==> src/rtl/irqd_pkg.sv <==
package irqd_pkg;

   // field widths of one routing entry
   localparam int DEST_W = 8;
   localparam int VEC_W  = 8;
   localparam int DLV_W  = 3;

   // delivery mode that replaces the vector
   localparam logic [DLV_W-1:0] DLV_EXTERNAL = 3'b111;
   localparam logic [VEC_W-1:0] VEC_EXTERNAL = 8'hFF;

   // one routing entry as presented by the register block (MSB first)
   typedef struct packed {
      logic [DEST_W-1:0] dest;
      logic              mask;
      logic              level;
      logic              pol;
      logic              dmode;
      logic [DLV_W-1:0]  dlv;
      logic [VEC_W-1:0]  vec;
   } route_ent_t;

   localparam int ENT_W = $bits(route_ent_t);

   // one outgoing delivery message
   typedef struct packed {
      logic [DEST_W-1:0] dest;
      logic              dmode;
      logic [DLV_W-1:0]  dlv;
      logic [VEC_W-1:0]  vec;
      logic              pol;
      logic              trig;
   } dmsg_t;

   localparam int MSG_W = $bits(dmsg_t);

   typedef enum logic [1:0] {
      ST_IDLE = 2'd0,
      ST_SCAN = 2'd1,
      ST_HOLD = 2'd2
   } walk_st_e;

endpackage

==> src/rtl/irqd_pin_sampler.sv <==
// Registers the request wires once per clock and flags fresh rising edges.
module irqd_pin_sampler #(
   parameter int NPINS = 24
) (
   input  logic             clk,
   input  logic             rst_n,
   input  logic [NPINS-1:0] pins_i,
   output logic [NPINS-1:0] rise_o
);

   logic [NPINS-1:0] prev_q;

   always_ff @(posedge clk) begin
      if (!rst_n) prev_q <= '0;
      else        prev_q <= pins_i;
   end

   // a wire that is high now and was low on the previous edge
   assign rise_o = pins_i & ~prev_q;

endmodule

==> src/rtl/irqd_pend_bank.sv <==
// Per-pin pending flags; each slice picks its update rule from the trigger mode.
module irqd_pend_bank #(
   parameter int NPINS = 24
) (
   input  logic             clk,
   input  logic             rst_n,
   input  logic [NPINS-1:0] pins_i,
   input  logic [NPINS-1:0] rise_i,
   input  logic [NPINS-1:0] level_i,
   input  logic [NPINS-1:0] clr_i,
   output logic [NPINS-1:0] pend_o
);

   for (genvar g = 0; g < NPINS; g++) begin : g_slot
      logic pend_q;

      always_ff @(posedge clk) begin
         if (!rst_n) begin
            pend_q <= 1'b0;
         end else if (level_i[g]) begin
            // level pin: pending mirrors the wire, delivery does not clear it
            pend_q <= pins_i[g];
         end else if (rise_i[g]) begin
            // a new edge wins over a delivery clear in the same cycle
            pend_q <= 1'b1;
         end else if (clr_i[g]) begin
            pend_q <= 1'b0;
         end
      end

      assign pend_o[g] = pend_q;
   end

endmodule

==> src/rtl/irqd_msg_build.sv <==
// Turns one routing entry into the delivery message it would produce.
module irqd_msg_build
   import irqd_pkg::*;
(
   input  route_ent_t ent_i,
   output dmsg_t      msg_o
);

   always_comb begin
      msg_o.dest  = ent_i.dest;
      msg_o.dmode = ent_i.dmode;
      msg_o.dlv   = ent_i.dlv;
      msg_o.pol   = ent_i.pol;
      msg_o.trig  = ent_i.level;
      msg_o.vec   = (ent_i.dlv == DLV_EXTERNAL) ? VEC_EXTERNAL : ent_i.vec;
   end

endmodule

==> src/rtl/irqd_walk_ctl.sv <==
// Walks the pins in ascending order, one index per cycle, pausing on each hit
// until the fabric accepts the message. Requests during a walk are held.
module irqd_walk_ctl
   import irqd_pkg::*;
#(
   parameter int NPINS = 24,
   parameter int IDX_W = $clog2(NPINS)
) (
   input  logic             clk,
   input  logic             rst_n,
   input  logic             kick_i,
   input  logic [NPINS-1:0] pend_i,
   input  logic [NPINS-1:0] mask_i,
   input  logic             ready_i,
   output logic [IDX_W-1:0] idx_o,
   output logic             load_o,
   output logic             deliver_o,
   output logic             valid_o,
   output logic             busy_o
);

   localparam logic [IDX_W-1:0] LAST_IDX = IDX_W'(NPINS - 1);

   walk_st_e         st_q;
   logic [IDX_W-1:0] idx_q;
   logic             rescan_q;
   logic             hit;
   logic             last;
   logic             advance;
   logic             wrap;
   logic             again;

   always_comb begin
      hit     = pend_i[idx_q] & ~mask_i[idx_q];
      last    = (idx_q == LAST_IDX);
      advance = ((st_q == ST_SCAN) && !hit) || ((st_q == ST_HOLD) && ready_i);
      wrap    = advance && last;
      again   = rescan_q || kick_i;
   end

   always_ff @(posedge clk) begin
      if (!rst_n) begin
         st_q     <= ST_IDLE;
         idx_q    <= '0;
         rescan_q <= 1'b0;
      end else begin
         case (st_q)
            ST_IDLE: begin
               if (kick_i) begin
                  st_q  <= ST_SCAN;
                  idx_q <= '0;
               end
            end
            ST_SCAN: begin
               if (hit) begin
                  st_q <= ST_HOLD;
               end else if (last) begin
                  if (again) idx_q <= '0;
                  else       st_q  <= ST_IDLE;
               end else begin
                  idx_q <= idx_q + 1'b1;
               end
            end
            ST_HOLD: begin
               if (ready_i) begin
                  if (last) begin
                     if (again) begin
                        st_q  <= ST_SCAN;
                        idx_q <= '0;
                     end else begin
                        st_q <= ST_IDLE;
                     end
                  end else begin
                     st_q  <= ST_SCAN;
                     idx_q <= idx_q + 1'b1;
                  end
               end
            end
            default: st_q <= ST_IDLE;
         endcase

         // a walk request seen mid-walk is kept until the walk wraps
         if (wrap)                            rescan_q <= 1'b0;
         else if (kick_i && st_q != ST_IDLE)  rescan_q <= 1'b1;
      end
   end

   assign idx_o     = idx_q;
   assign load_o    = (st_q == ST_SCAN) && hit;
   assign deliver_o = (st_q == ST_HOLD) && ready_i;
   assign valid_o   = (st_q == ST_HOLD);
   assign busy_o    = (st_q != ST_IDLE);

endmodule

==> src/rtl/irq_pin_dispatch.sv <==
// Top: pin sampling, pending flags, ordered walk and the message register.
module irq_pin_dispatch
   import irqd_pkg::*;
#(
   parameter int NPINS = 24,
   parameter int IDX_W = $clog2(NPINS)
) (
   input  logic                   clk,
   input  logic                   rst_n,
   input  logic [NPINS-1:0]       irq_pins,
   input  logic [NPINS*ENT_W-1:0] route_tbl,
   input  logic                   route_wr,
   output logic                   msg_valid,
   input  logic                   msg_ready,
   output logic [DEST_W-1:0]      msg_dest,
   output logic                   msg_dest_mode,
   output logic [DLV_W-1:0]       msg_dlv_mode,
   output logic [VEC_W-1:0]       msg_vector,
   output logic                   msg_polarity,
   output logic                   msg_trigger
);

   // elaboration checks on the parameter set
   if (NPINS < 2 || NPINS > 64) begin : g_bad_npins
      $error("irq_pin_dispatch: NPINS must lie in 2..64");
   end
   if ((1 << IDX_W) < NPINS) begin : g_bad_idx
      $error("irq_pin_dispatch: IDX_W too narrow for NPINS");
   end

   route_ent_t       ent_arr [NPINS];
   logic [NPINS-1:0] level_vec;
   logic [NPINS-1:0] mask_vec;
   logic [NPINS-1:0] rise_vec;
   logic [NPINS-1:0] pend_vec;
   logic [NPINS-1:0] clr_vec;
   logic [IDX_W-1:0] cur_idx;
   logic             walk_load;
   logic             walk_deliver;
   logic             walk_valid;
   logic             walk_busy;
   logic             kick;
   dmsg_t            next_msg;
   dmsg_t            msg_q;

   // unpack the routing bus into entries and per-pin mode vectors
   for (genvar g = 0; g < NPINS; g++) begin : g_ent
      assign ent_arr[g]   = route_ent_t'(route_tbl[g*ENT_W +: ENT_W]);
      assign level_vec[g] = ent_arr[g].level;
      assign mask_vec[g]  = ent_arr[g].mask;
      // only an accepted edge-mode message clears its own pin
      assign clr_vec[g]   = walk_deliver && !msg_q.trig && (cur_idx == IDX_W'(g));
   end

   irqd_pin_sampler #(.NPINS(NPINS)) u_samp (
      .clk    (clk),
      .rst_n  (rst_n),
      .pins_i (irq_pins),
      .rise_o (rise_vec)
   );

   irqd_pend_bank #(.NPINS(NPINS)) u_pend (
      .clk     (clk),
      .rst_n   (rst_n),
      .pins_i  (irq_pins),
      .rise_i  (rise_vec),
      .level_i (level_vec),
      .clr_i   (clr_vec),
      .pend_o  (pend_vec)
   );

   assign kick = (|rise_vec) || route_wr;

   irqd_walk_ctl #(.NPINS(NPINS), .IDX_W(IDX_W)) u_walk (
      .clk       (clk),
      .rst_n     (rst_n),
      .kick_i    (kick),
      .pend_i    (pend_vec),
      .mask_i    (mask_vec),
      .ready_i   (msg_ready),
      .idx_o     (cur_idx),
      .load_o    (walk_load),
      .deliver_o (walk_deliver),
      .valid_o   (walk_valid),
      .busy_o    (walk_busy)
   );

   irqd_msg_build u_build (
      .ent_i (ent_arr[cur_idx]),
      .msg_o (next_msg)
   );

   // the offered message is frozen from load until acceptance
   always_ff @(posedge clk) begin
      if (!rst_n)         msg_q <= '0;
      else if (walk_load) msg_q <= next_msg;
   end

   assign msg_valid     = walk_valid;
   assign msg_dest      = msg_q.dest;
   assign msg_dest_mode = msg_q.dmode;
   assign msg_dlv_mode  = msg_q.dlv;
   assign msg_vector    = msg_q.vec;
   assign msg_polarity  = msg_q.pol;
   assign msg_trigger   = msg_q.trig;

endmodule

==> config.mk <==
export PLATFORM = sky130hd
export DESIGN_NAME = irq_pin_dispatch
export DESIGN_NICKNAME = d
export VERILOG_FILES = /design/src/rtl/irqd_pkg.sv /design/src/rtl/irqd_pin_sampler.sv /design/src/rtl/irqd_pend_bank.sv /design/src/rtl/irqd_msg_build.sv /design/src/rtl/irqd_walk_ctl.sv /design/src/rtl/irq_pin_dispatch.sv
export SDC_FILE = /design/constraint.sdc
export NUM_CORES = 1
export LEC_CHECK = 0
export BUFFER_PORTS_ARGS = -buffer_cell sky130_fd_sc_hd__clkbuf_2
export CAP_MARGIN = 20
export CORE_AREA = 2 2 232 234
export CTS_BUF_LIST = sky130_fd_sc_hd__clkbuf_16
export DETAILED_ROUTE_END_ITERATION = 10
export DIE_AREA = 0 0 234 236
export PLACE_DENSITY = 0.48
export SLEW_MARGIN = 5
export SYNTH_ARGS = -nofsm -noshare
export SYNTH_HDL_FRONTEND = slang
export SYNTH_SLANG_ARGS = --single-unit
==> constraint.sdc <==
create_clock -name clk -period 4.9 [get_ports clk]
set_input_delay 0.49 -clock clk [delete_from_list [all_inputs] [get_ports clk]]
set_output_delay 0.49 -clock clk [all_outputs]
set_load 0.005 [all_outputs]
==> metrics <==
Yosys top cell area share 0.361; crit path launch type flop; r2r startpoint u_walk.idx_o[1]; CP Launch Point u_walk.idx_o[1]; global-route wire length before repair between 60000 and 70000 um; vias in the first global route 9563; wire length per cell ~24 um; Avg Cell Area, Syn 11.1 um2; CORE AREA 53100 um2; HP Class primary input to flop; CTS tree done; fraction of layout cells with a size suffix above 1 0.619; setup tns final 0 ns; number of max-cap violations 0; CP delay by family, top compound AO/OA/AOI/OAI gates; most frequent cells in the layout 602 x clkbuf_2, 130 x mux4_2, 75 x dfxtp_1; Slew Viols, Final 0; Post-CTS Setup Inserts 0; hold buffer count at CTS 0; most common cell after layout, fill and taps aside clkbuf_2; Final Hold Viols 0; Layout Nets roughly 1900; Global Route Usage Sum 0.163; Seq/Total Area, Yosys 0.192; Post-synth EDFFs 0; PwrDens between 200 and 300 nW/um2; internal reg-to-reg setup slack about 1.6 ns; crit share post-route 0.669; Final ANT Viol Nets 0; WP data arrival 3.53 ns; vias per cell 4.50; clk_skew 0.0112 ns; Placed Area around 12000 um2; IO Port Bufs 602; worst-margin pin slew 0.923 ns; placed cell count 1976; Post-Layout Inst Area 12000 um2; clk buf depth 2; WL final about 47000 um; final setup violation count 0; worst setup path class flop to flop; chip width 234 um; Post-route DRC 0; DIE AREA roughly 55000 um2; row cnt between 80 and 90; CP Buf/Inv Count 1; Die Y 236 um; Net Count, Synth 1318; CP Cell Sequence buf_4 > mux4_2 > a22o_1 > a221o_1 > a21oi_2 > o311ai_4 > o221a_1; total CTS buffers 9; I/O pins 603; RD Place Congestion around 0.84; clk root buf clkbuf_16; post-synth top area cell mux4_2; via count 9006; Yosys cell types 68; hpwl dp between 30000 and 40000 um; Max stage delay on crit path about 0.70 ns; post-route minimum period 3.28 ns; P_leak between 5 and 6 nW; Worst path slowest cell buf_4; Critical Path Fanout Max 65; DRT iter0 DRCs approximately 500; Area Overhead vs Synth 48.2%; initial antenna violation count 15; CP Data Required Time 5.15 ns; ranking of synthesized cells by area mux4_2 36%, dfxtp_1 19%, mux2i_1 6.0%; post-CTS sizing 0; Cell Count, Final, Fillers Out 2000; yosys warns 0; Clock transition at path regs 0.07 ns; maximum VDD drop about 210 uV; Fmax achieved 0.305 GHz; CTS HTree Levels 3; Syn Std Cell Area ~8000 um2; slew margin rel. 0.385; FF+latch count, synth 78; grt total ovfl 0; TritonRoute pass-1 iters 4; Synth Instances 729; Synth async-reset ratio 0; clock sink count 78; status completed; Hold Path Origin irq_pins[20]; Initial Util 0.153; crit path capture type flop; largest net degree at the start of global routing 79; clk_lat worst skew 0.37 ns; RSZ-0062 raised after global routing no; Synth Flop Type dfxtp_1
-- metrics by stage --
step	util	hold slack (ns)	setup slack [ns]	power [mW]
3_5_place_dp	0.221	0.468	1.60	2.54
4_1_cts	0.226	0.321	1.59	3.27
3_3_place_gp	0.221	0.466	1.66	2.53
2_1_floorplan	-	0.454	2.71	1.98
5_1_grt	0.227	0.344	1.47	3.42
6_report	0.227	0.345	1.62	3.20
-- flip-flops by register name, indices dropped and copies added (netlist names) --
register	flops
msg_dest	8
msg_dest_mode	1
msg_dlv_mode	3
msg_polarity	1
msg_trigger	1
msg_vector	8
u_pend.g_slot.pend_q	24
u_samp.prev_q	24
u_walk.idx_o	5
u_walk.rescan_q	1
u_walk.st_q	2
-- final cells by class --
type | count | area, um2
tap | 696 | 871
fill | 5787 | 41000
timing repair buffer | 616 | 3130
antenna | 8 | 20.0
inverter | 38 | 148
clock buffer | 9 | 225
multi-input combinational | 548 | 6000
clock inverter | 7 | 68.8
sequential | 78 | 1570
-- worst paths after layout --
kind	depth (start not counted)	end
worst min register to register	2	u_pend.g_slot[16].pend_q
worst min-delay path	2	u_samp.prev_q[20]
worst max register to register	7	msg_vector[2]
worst max-delay path	7	msg_vector[2]
-- Yosys cell counts (12+ instances only) --
cell	n
clkbuf_1	23
nand2_1	69
a211oi_2	13
mux4_2	130
o22ai_1	12
a21oi_1	43
and2_1	22
nor2_1	15
nor2b_1	17
buf_6	12
o21ai_0	38
buf_2	21
nand3b_1	22
inv_1	36
mux2i_1	49
dfxtp_1	78
-- kinds of logic (layout without fill, tap and decap cells) --
kind of cell	Yosys count	in the layout	synth area share
and+or+nand+nor	181	181	0.121
DFF	78	78	0.192
buffers and inverters	103	670	0.0689
adders and majority gates	9	9	0.0139
AOI/OAI and AO/OA	170	170	0.156
other	0	8	0
muxes	188	188	0.449
-- where the power goes --
part           leakage, nW  switching [mW]  internal, mW
Sequential           0.646          0.0698         0.694
Combinational         4.56           0.825         0.908
Clock                0.147           0.343         0.362
-- metal layers --
metal | vias up | wire length [um] | global-route usage
met3 | 53 | 3840 | 0.0478
met4 | 6 | 1190 | 0.0604
met1 | 4482 | 18600 | 0.195
met2 | 405 | 23300 | 0.275
li1 | 4060 | - | -
met5 | - | 46 | 0
Power figures use the tool's default switching activity.
